## src/rtl/sbdm_pkg.sv

```systemverilog
package sbdm_pkg;
    localparam int SB_KINDS    = 2;
    localparam int SB_PER_KIND = 2;
    localparam int SB_REGS     = 16;

    function automatic int sb_idx_w(input int n);
        return (n > 1) ? $clog2(n) : 1;
    endfunction
endpackage

```

## src/rtl/sbdm_alloc.sv

```systemverilog
module sbdm_alloc #(
    parameter int NK = 2,
    parameter int PK = 2,
    localparam int NF = NK * PK,
    localparam int KW = sbdm_pkg::sb_idx_w(NK),
    localparam int FW = sbdm_pkg::sb_idx_w(NF)
) (
    input  logic [NF-1:0] busy,
    input  logic [KW-1:0] kind,
    output logic          found,
    output logic [FW-1:0] unit
);
    always_comb begin
        int base;
        base  = int'(kind) * PK;
        found = 1'b0;
        unit  = '0;
        for (int i = PK - 1; i >= 0; i--) begin
            if ((base + i) < NF) begin
                if (!busy[base + i]) begin
                    found = 1'b1;
                    unit  = FW'(base + i);
                end
            end
        end
    end
endmodule

```

## src/rtl/sbdm_match.sv

```systemverilog
module sbdm_match #(
    parameter int NF = 4,
    parameter int RW = 4
) (
    input  logic [NF-1:0]         busy,
    input  logic [NF-1:0]         rd_pend,
    input  logic [NF-1:0]         wr_now,
    input  logic [NF-1:0]         rd_now,
    input  logic [NF-1:0][RW-1:0] dst,
    input  logic [NF-1:0][RW-1:0] src1,
    input  logic [NF-1:0][RW-1:0] src2,
    input  logic [RW-1:0]         n_dst,
    input  logic [RW-1:0]         n_src1,
    input  logic [RW-1:0]         n_src2,
    output logic [NF-1:0]         raw_row,
    output logic [NF-1:0]         war_row,
    output logic                  waw_hit
);
    logic [NF-1:0] waw_v;

    for (genvar g = 0; g < NF; g++) begin : g_col
        assign raw_row[g] = busy[g] & ~wr_now[g] &
                            ((dst[g] == n_src1) | (dst[g] == n_src2));
        assign war_row[g] = busy[g] & rd_pend[g] & ~rd_now[g] &
                            ((src1[g] == n_dst) | (src2[g] == n_dst));
        assign waw_v[g]   = busy[g] & (dst[g] == n_dst);
    end

    assign waw_hit = |waw_v;
endmodule

```

## src/rtl/sbdm_grant.sv

```systemverilog
module sbdm_grant #(
    parameter int NF = 4
) (
    input  logic                  clk,
    input  logic                  rst_n,
    input  logic [NF-1:0]         busy,
    input  logic [NF-1:0]         rd_pend,
    input  logic [NF-1:0][NF-1:0] raw,
    input  logic [NF-1:0][NF-1:0] war,
    input  logic [NF-1:0]         result_ready,
    input  logic [NF-1:0]         read_done,
    output logic [NF-1:0]         go_read,
    output logic [NF-1:0]         go_write
);
    for (genvar f = 0; f < NF; f++) begin : g_unit
        assign go_read[f]  = busy[f] & rd_pend[f] & ~(|raw[f]);
        assign go_write[f] = busy[f] & ~rd_pend[f] & result_ready[f] & ~(|war[f]);

        assert_release_R8: assert property (@(posedge clk) disable iff (!rst_n)
            go_write[f] |=> !busy[f]);
        assert_read_once_R7: assert property (@(posedge clk) disable iff (!rst_n)
            read_done[f] |=> !go_read[f]);
        assert_read_ack_R7: assert property (@(posedge clk) disable iff (!rst_n)
            read_done[f] |-> go_read[f]);
        assert_result_held_R6: assert property (@(posedge clk) disable iff (!rst_n)
            (result_ready[f] && !go_write[f]) |=> result_ready[f]);
    end
endmodule

```

## src/rtl/sbdm_core.sv

```systemverilog
module sbdm_core #(
    parameter int NUM_KINDS      = sbdm_pkg::SB_KINDS,
    parameter int UNITS_PER_KIND = sbdm_pkg::SB_PER_KIND,
    parameter int NUM_REGS       = sbdm_pkg::SB_REGS,
    localparam int NF = NUM_KINDS * UNITS_PER_KIND,
    localparam int RW = sbdm_pkg::sb_idx_w(NUM_REGS),
    localparam int KW = sbdm_pkg::sb_idx_w(NUM_KINDS),
    localparam int FW = sbdm_pkg::sb_idx_w(NF)
) (
    input  logic          clk,
    input  logic          rst_n,
    input  logic          issue_valid,
    input  logic [KW-1:0] issue_kind,
    input  logic [RW-1:0] issue_dst,
    input  logic [RW-1:0] issue_src1,
    input  logic [RW-1:0] issue_src2,
    output logic          issue_accept,
    output logic [FW-1:0] issue_unit,
    input  logic [NF-1:0] unit_read_done,
    input  logic [NF-1:0] unit_result_ready,
    output logic [NF-1:0] go_read,
    output logic [NF-1:0] go_write
);
    typedef struct packed {
        logic [NF-1:0]         busy;
        logic [NF-1:0]         rd_pend;
        logic [NF-1:0][RW-1:0] dst;
        logic [NF-1:0][RW-1:0] src1;
        logic [NF-1:0][RW-1:0] src2;
        logic [NF-1:0][NF-1:0] raw;
        logic [NF-1:0][NF-1:0] war;
    } sb_state_t;

    sb_state_t st_q, st_d;

    logic          free_found;
    logic [FW-1:0] free_unit;
    logic [NF-1:0] raw_row, war_row;
    logic          waw_hit;
    logic [NF-1:0] rd_now;

    assign rd_now = unit_read_done & go_read;

    sbdm_alloc #(.NK(NUM_KINDS), .PK(UNITS_PER_KIND)) u_alloc (
        .busy  (st_q.busy),
        .kind  (issue_kind),
        .found (free_found),
        .unit  (free_unit)
    );

    sbdm_match #(.NF(NF), .RW(RW)) u_match (
        .busy    (st_q.busy),
        .rd_pend (st_q.rd_pend),
        .wr_now  (go_write),
        .rd_now  (rd_now),
        .dst     (st_q.dst),
        .src1    (st_q.src1),
        .src2    (st_q.src2),
        .n_dst   (issue_dst),
        .n_src1  (issue_src1),
        .n_src2  (issue_src2),
        .raw_row (raw_row),
        .war_row (war_row),
        .waw_hit (waw_hit)
    );

    sbdm_grant #(.NF(NF)) u_grant (
        .clk          (clk),
        .rst_n        (rst_n),
        .busy         (st_q.busy),
        .rd_pend      (st_q.rd_pend),
        .raw          (st_q.raw),
        .war          (st_q.war),
        .result_ready (unit_result_ready),
        .read_done    (unit_read_done),
        .go_read      (go_read),
        .go_write     (go_write)
    );

    assign issue_accept = issue_valid & free_found & ~waw_hit;
    assign issue_unit   = free_unit;

    always_comb begin
        st_d = st_q;
        for (int f = 0; f < NF; f++) begin
            if (rd_now[f]) begin
                st_d.rd_pend[f] = 1'b0;
                for (int g = 0; g < NF; g++) st_d.war[g][f] = 1'b0;
            end
            if (go_write[f]) begin
                st_d.busy[f] = 1'b0;
                st_d.raw[f]  = '0;
                st_d.war[f]  = '0;
                for (int g = 0; g < NF; g++) begin
                    st_d.raw[g][f] = 1'b0;
                    st_d.war[g][f] = 1'b0;
                end
            end
        end
        if (issue_accept) begin
            st_d.busy[issue_unit]    = 1'b1;
            st_d.rd_pend[issue_unit] = 1'b1;
            st_d.dst[issue_unit]     = issue_dst;
            st_d.src1[issue_unit]    = issue_src1;
            st_d.src2[issue_unit]    = issue_src2;
            st_d.raw[issue_unit]     = raw_row;
            st_d.war[issue_unit]     = war_row;
        end
    end

    always_ff @(posedge clk) begin
        if (!rst_n) st_q <= '0;
        else        st_q <= st_d;
    end

    assert_alloc_free_R2: assert property (@(posedge clk) disable iff (!rst_n)
        issue_accept |-> !st_q.busy[issue_unit]);
    assert_issue_binds_R2: assert property (@(posedge clk) disable iff (!rst_n)
        issue_accept |=> st_q.busy[$past(issue_unit)]);
    assert_pend_busy_R8: assert property (@(posedge clk) disable iff (!rst_n)
        (st_q.rd_pend & ~st_q.busy) == '0);

    for (genvar a = 0; a < NF; a++) begin : g_pa
        for (genvar b = a + 1; b < NF; b++) begin : g_pb
            assert_one_writer_R3: assert property (@(posedge clk) disable iff (!rst_n)
                !(st_q.busy[a] && st_q.busy[b] && (st_q.dst[a] == st_q.dst[b])));
        end
    end
endmodule

```

## config.mk

```make
export PLATFORM = sky130hd
export DESIGN_NAME = sbdm_core
export DESIGN_NICKNAME = d
export VERILOG_FILES = /design/src/rtl/sbdm_pkg.sv /design/src/rtl/sbdm_alloc.sv /design/src/rtl/sbdm_match.sv /design/src/rtl/sbdm_grant.sv /design/src/rtl/sbdm_core.sv
export SDC_FILE = /design/constraint.sdc
export NUM_CORES = 1
export LEC_CHECK = 0
export BUFFER_PORTS_ARGS = -buffer_cell sky130_fd_sc_hd__buf_2
export CORE_MARGIN = 5
export CORE_UTILIZATION = 60
export CTS_CLUSTER_SIZE = 24
export DETAILED_ROUTE_END_ITERATION = 8
export GPL_TIMING_DRIVEN = 0
export PLACE_DENSITY = 0.86
export SYNTH_ARGS = -nofsm -noshare
export SYNTH_HDL_FRONTEND = slang
export SYNTH_HIERARCHICAL = 1
export SYNTH_SLANG_ARGS = --single-unit
```

## constraint.sdc

```tcl
create_clock -name clk -period 2.5 [get_ports clk]
set_input_delay 0 -clock clk [delete_from_list [all_inputs] [get_ports clk]]
set_output_delay 0 -clock clk [all_outputs]
set_load 0.05 [all_outputs]
```

==> flow_metrics.tcl <==
set metrics [dict create \
    status "complete, no violations" \
    cts_tree "done" \
    die_x_um 96.8 \
    postRouteAntennaNets 0 \
    dpl-instance-area_um2 4810 \
    nNetsFinal 542 \
    num_antenna_cells 0 \
    sw_frac_of_total_pct 26.7 \
    grt_usage_pct 25.4 \
    dieArea_um2 9370 \
    pwr-share-seq_pct 51.3 \
    p_leak_nw 2.14 \
    cts_max_path_buffers 2 \
    netlist_area_um2 4520 \
    hp-class "in -> reg" \
    top_level_ports 35 \
    syn-instance-count 473 \
    internal_power_mw 2.12 \
    drtPass1Iterations 5 \
    min-delay-start "issue_dst[3]" \
    design_area_um2 5010 \
    combPwrFrac_pct 14.2 \
    num_rows 31 \
    synth-main-ff-cell "dfxtp_1" \
    worstHoldPathCells 3 \
    rsz0062_at_grt "no" \
    p_per_area_nw_per_um2 577 \
    cts.sinks 88 \
    ys_seq_area_share_pct 39.0 \
    clk_latency_ns 0.36 \
    hold_buffers 0 \
    worstPathMaxFanout 10 \
    wl_per_cell_um 18.6 \
    fmax_mhz 426 \
    vias 3625 \
    fp.dieH_um 96.8 \
    synth.avg_cell_area_um2 9.55 \
    gp_congestion 0.882 \
    endpoint_kind "flip-flop" \
    p_sw_mw 0.773 \
    grt_pass1_vias 3714 \
    crit_path_start_kind "flip-flop" \
    clkTransAtPathRegs_ns 0.08 \
    fin_crit_sh_pct 93.9 \
    rr_worst_depth 8 \
    vias_per_cell 5.83 \
    fin_crit_ns 2.35 \
    grt_pass1_wl_um 19100 \
    synth_enable_flop_cells 0 \
    crit_required_ns 2.79 \
    fin_tns_setup_ns 0 \
    grt_overflow 0 \
    cts-root-buf "clkbuf_8" \
    drive_gt1_share_pct 14.1 \
    post_cts_buffers 0 \
    vdd_drop_max_v 0.000402 \
    drc 0 \
    finalMaxSlewViolations 0 \
    numCtsBuffers 9 \
    htree_levels 3 \
    slew_headroom_pct 52.8 \
    ys_types 35 \
    worstMarginPinSlew_ns 0.702 \
    worst_clock_skew_ns 0.00984 \
    core_area_um2 7290 \
    critPathArrivalTime_ns 2.63 \
    cts.repair.resized 0 \
    initial_core_util_pct 62.0 \
    async_flop_share_pct 0 \
    p_clk_share_pct 34.5 \
    p_total_mw 2.89 \
    syn_nets 497 \
    finalHoldViolCount 0 \
    initialDrtViolationCount 224 \
    syn_to_final_growth_pct 11.0 \
    grt_max_degree 14 \
    worstSetupPathType "reg -> reg" \
    synth-warning-count 6 \
    cap_viol_max_count 0 \
    antenna_found_initial 0 \
    finalSetupViolations 0 \
    rrSetupSlack_ns 0.15 \
    io_buffer_count 34 \
    drt_wl_total_um 11600 \
    dpl.hpwl_um 8500 \
    ys_ff_latch 88 \
]
per-stage QoR:
stage	cells	hold slack, ns	util (%)	setup slack [ns]
2_1_floorplan	473	0.193	-	0.0440
3_3_place_gp	606	0.407	66.0	0.386
3_5_place_dp	606	0.425	66.0	0.270
4_1_cts	622	0.0416	68.7	0.203
5_1_grt	622	0.0547	68.8	0.0299
6_report	622	0.0664	68.8	0.154
layout by cell type (no fill, tap or decap), drive strengths merged, types with 7 or more instances in the layout:
cell,n
clkbuf,20
xor2,44
nand3,20
mux2i,80
nor3,13
nand2,88
buf,51
dfxtp,88
xnor2,36
nor4,12
nor3b,7
a41oi,8
layout make-up:
| type | count | area (um^2) |
|---|---|---|
| clock buffers | 13 | 159 |
| repair buffers | 34 | 170 |
| plain buffers | 24 | 169 |
| inverters | 4 | 15.0 |
| well taps | 99 | 124 |
| fillers | 570 | 2280 |
| flip-flops and latches | 88 | 1760 |
| clock inverters | 3 | 40.0 |
| multi-input cells | 357 | 2580 |
how the worst max path moves through the flow:
| stage | start | end | depth (start not counted) |
|---|---|---|---|
| floorplan | st_q[86]$_SDFF_PN0_ | flip-flop | 7 |
| global placement | flip-flop | flip-flop | 8 |
| detailed placement | flip-flop | flip-flop | 8 |
| CTS | flip-flop | flip-flop | 8 |
| global route | flip-flop | flip-flop | 8 |
| finish | flip-flop | flip-flop | 8 |
cells in the mapped netlist (4+ instances only):
| cell | number | area [um^2] |
|---|---|---|
| dfxtp_1 | 88 | 1760 |
| nand2_1 | 88 | 330 |
| mux2i_1 | 80 | 801 |
| xor2_1 | 44 | 385 |
| xnor2_1 | 36 | 315 |
| nand3_1 | 20 | 100 |
| nor4_1 | 12 | 75.1 |
| a41oi_1 | 8 | 70.1 |
| nor3_2 | 7 | 70.1 |
| nor3b_1 | 7 | 52.6 |
| buf_2 | 6 | 30.0 |
| clkbuf_1 | 6 | 22.5 |
| nor3_1 | 6 | 30.0 |
| nand3b_1 | 5 | 37.5 |
| nor2_1 | 5 | 18.8 |
| and3_1 | 4 | 25.0 |
| buf_6 | 4 | 45.0 |
| inv_1 | 4 | 15.0 |
| nand2b_1 | 4 | 25.0 |
| nand4_1 | 4 | 25.0 |
| o21a_1 | 4 | 30.0 |
| or4_4 | 4 | 45.0 |
metal layers:
metal	track usage, %	part of all wire, %	up-vias
met5	0	0	-
met4	11.7	2.5	0
met3	4.17	7.3	25
met2	41.1	48	136
met1	33.2	42	1739
li1	-	-	1725
critical path: stages, from the launching register on:
cell and delay [ns]:
dfxtp_1 0.44, xor2_1 0.22, nor3_1 0.11, nand3_1 0.09
nand4_1 0.21, nand2b_1 0.25, nor2_1 0.31, buf_2 0.41
mux2i_1 0.25
power by group through the flow:
stage,registers [mW],clock network (mW),logic [mW]
floorplan,1.50,0,0.292
global placement,1.51,0,0.391
detailed placement,1.52,0,0.402
CTS,1.48,1.01,0.405
global route,1.49,1.08,0.441
finish,1.49,1.00,0.410
logic make-up after synthesis:
logic type	Yosys count	synth area share, %
AOI/OAI and AO/OA	20	3.60
muxes	80	17.7
xor gates and xnor gates	80	15.5
buffers and inverters	28	4.01
DFF	88	39.0
and+or+nand+nor	177	20.2
No activity file was read; power rests on OpenSTA's default activity.
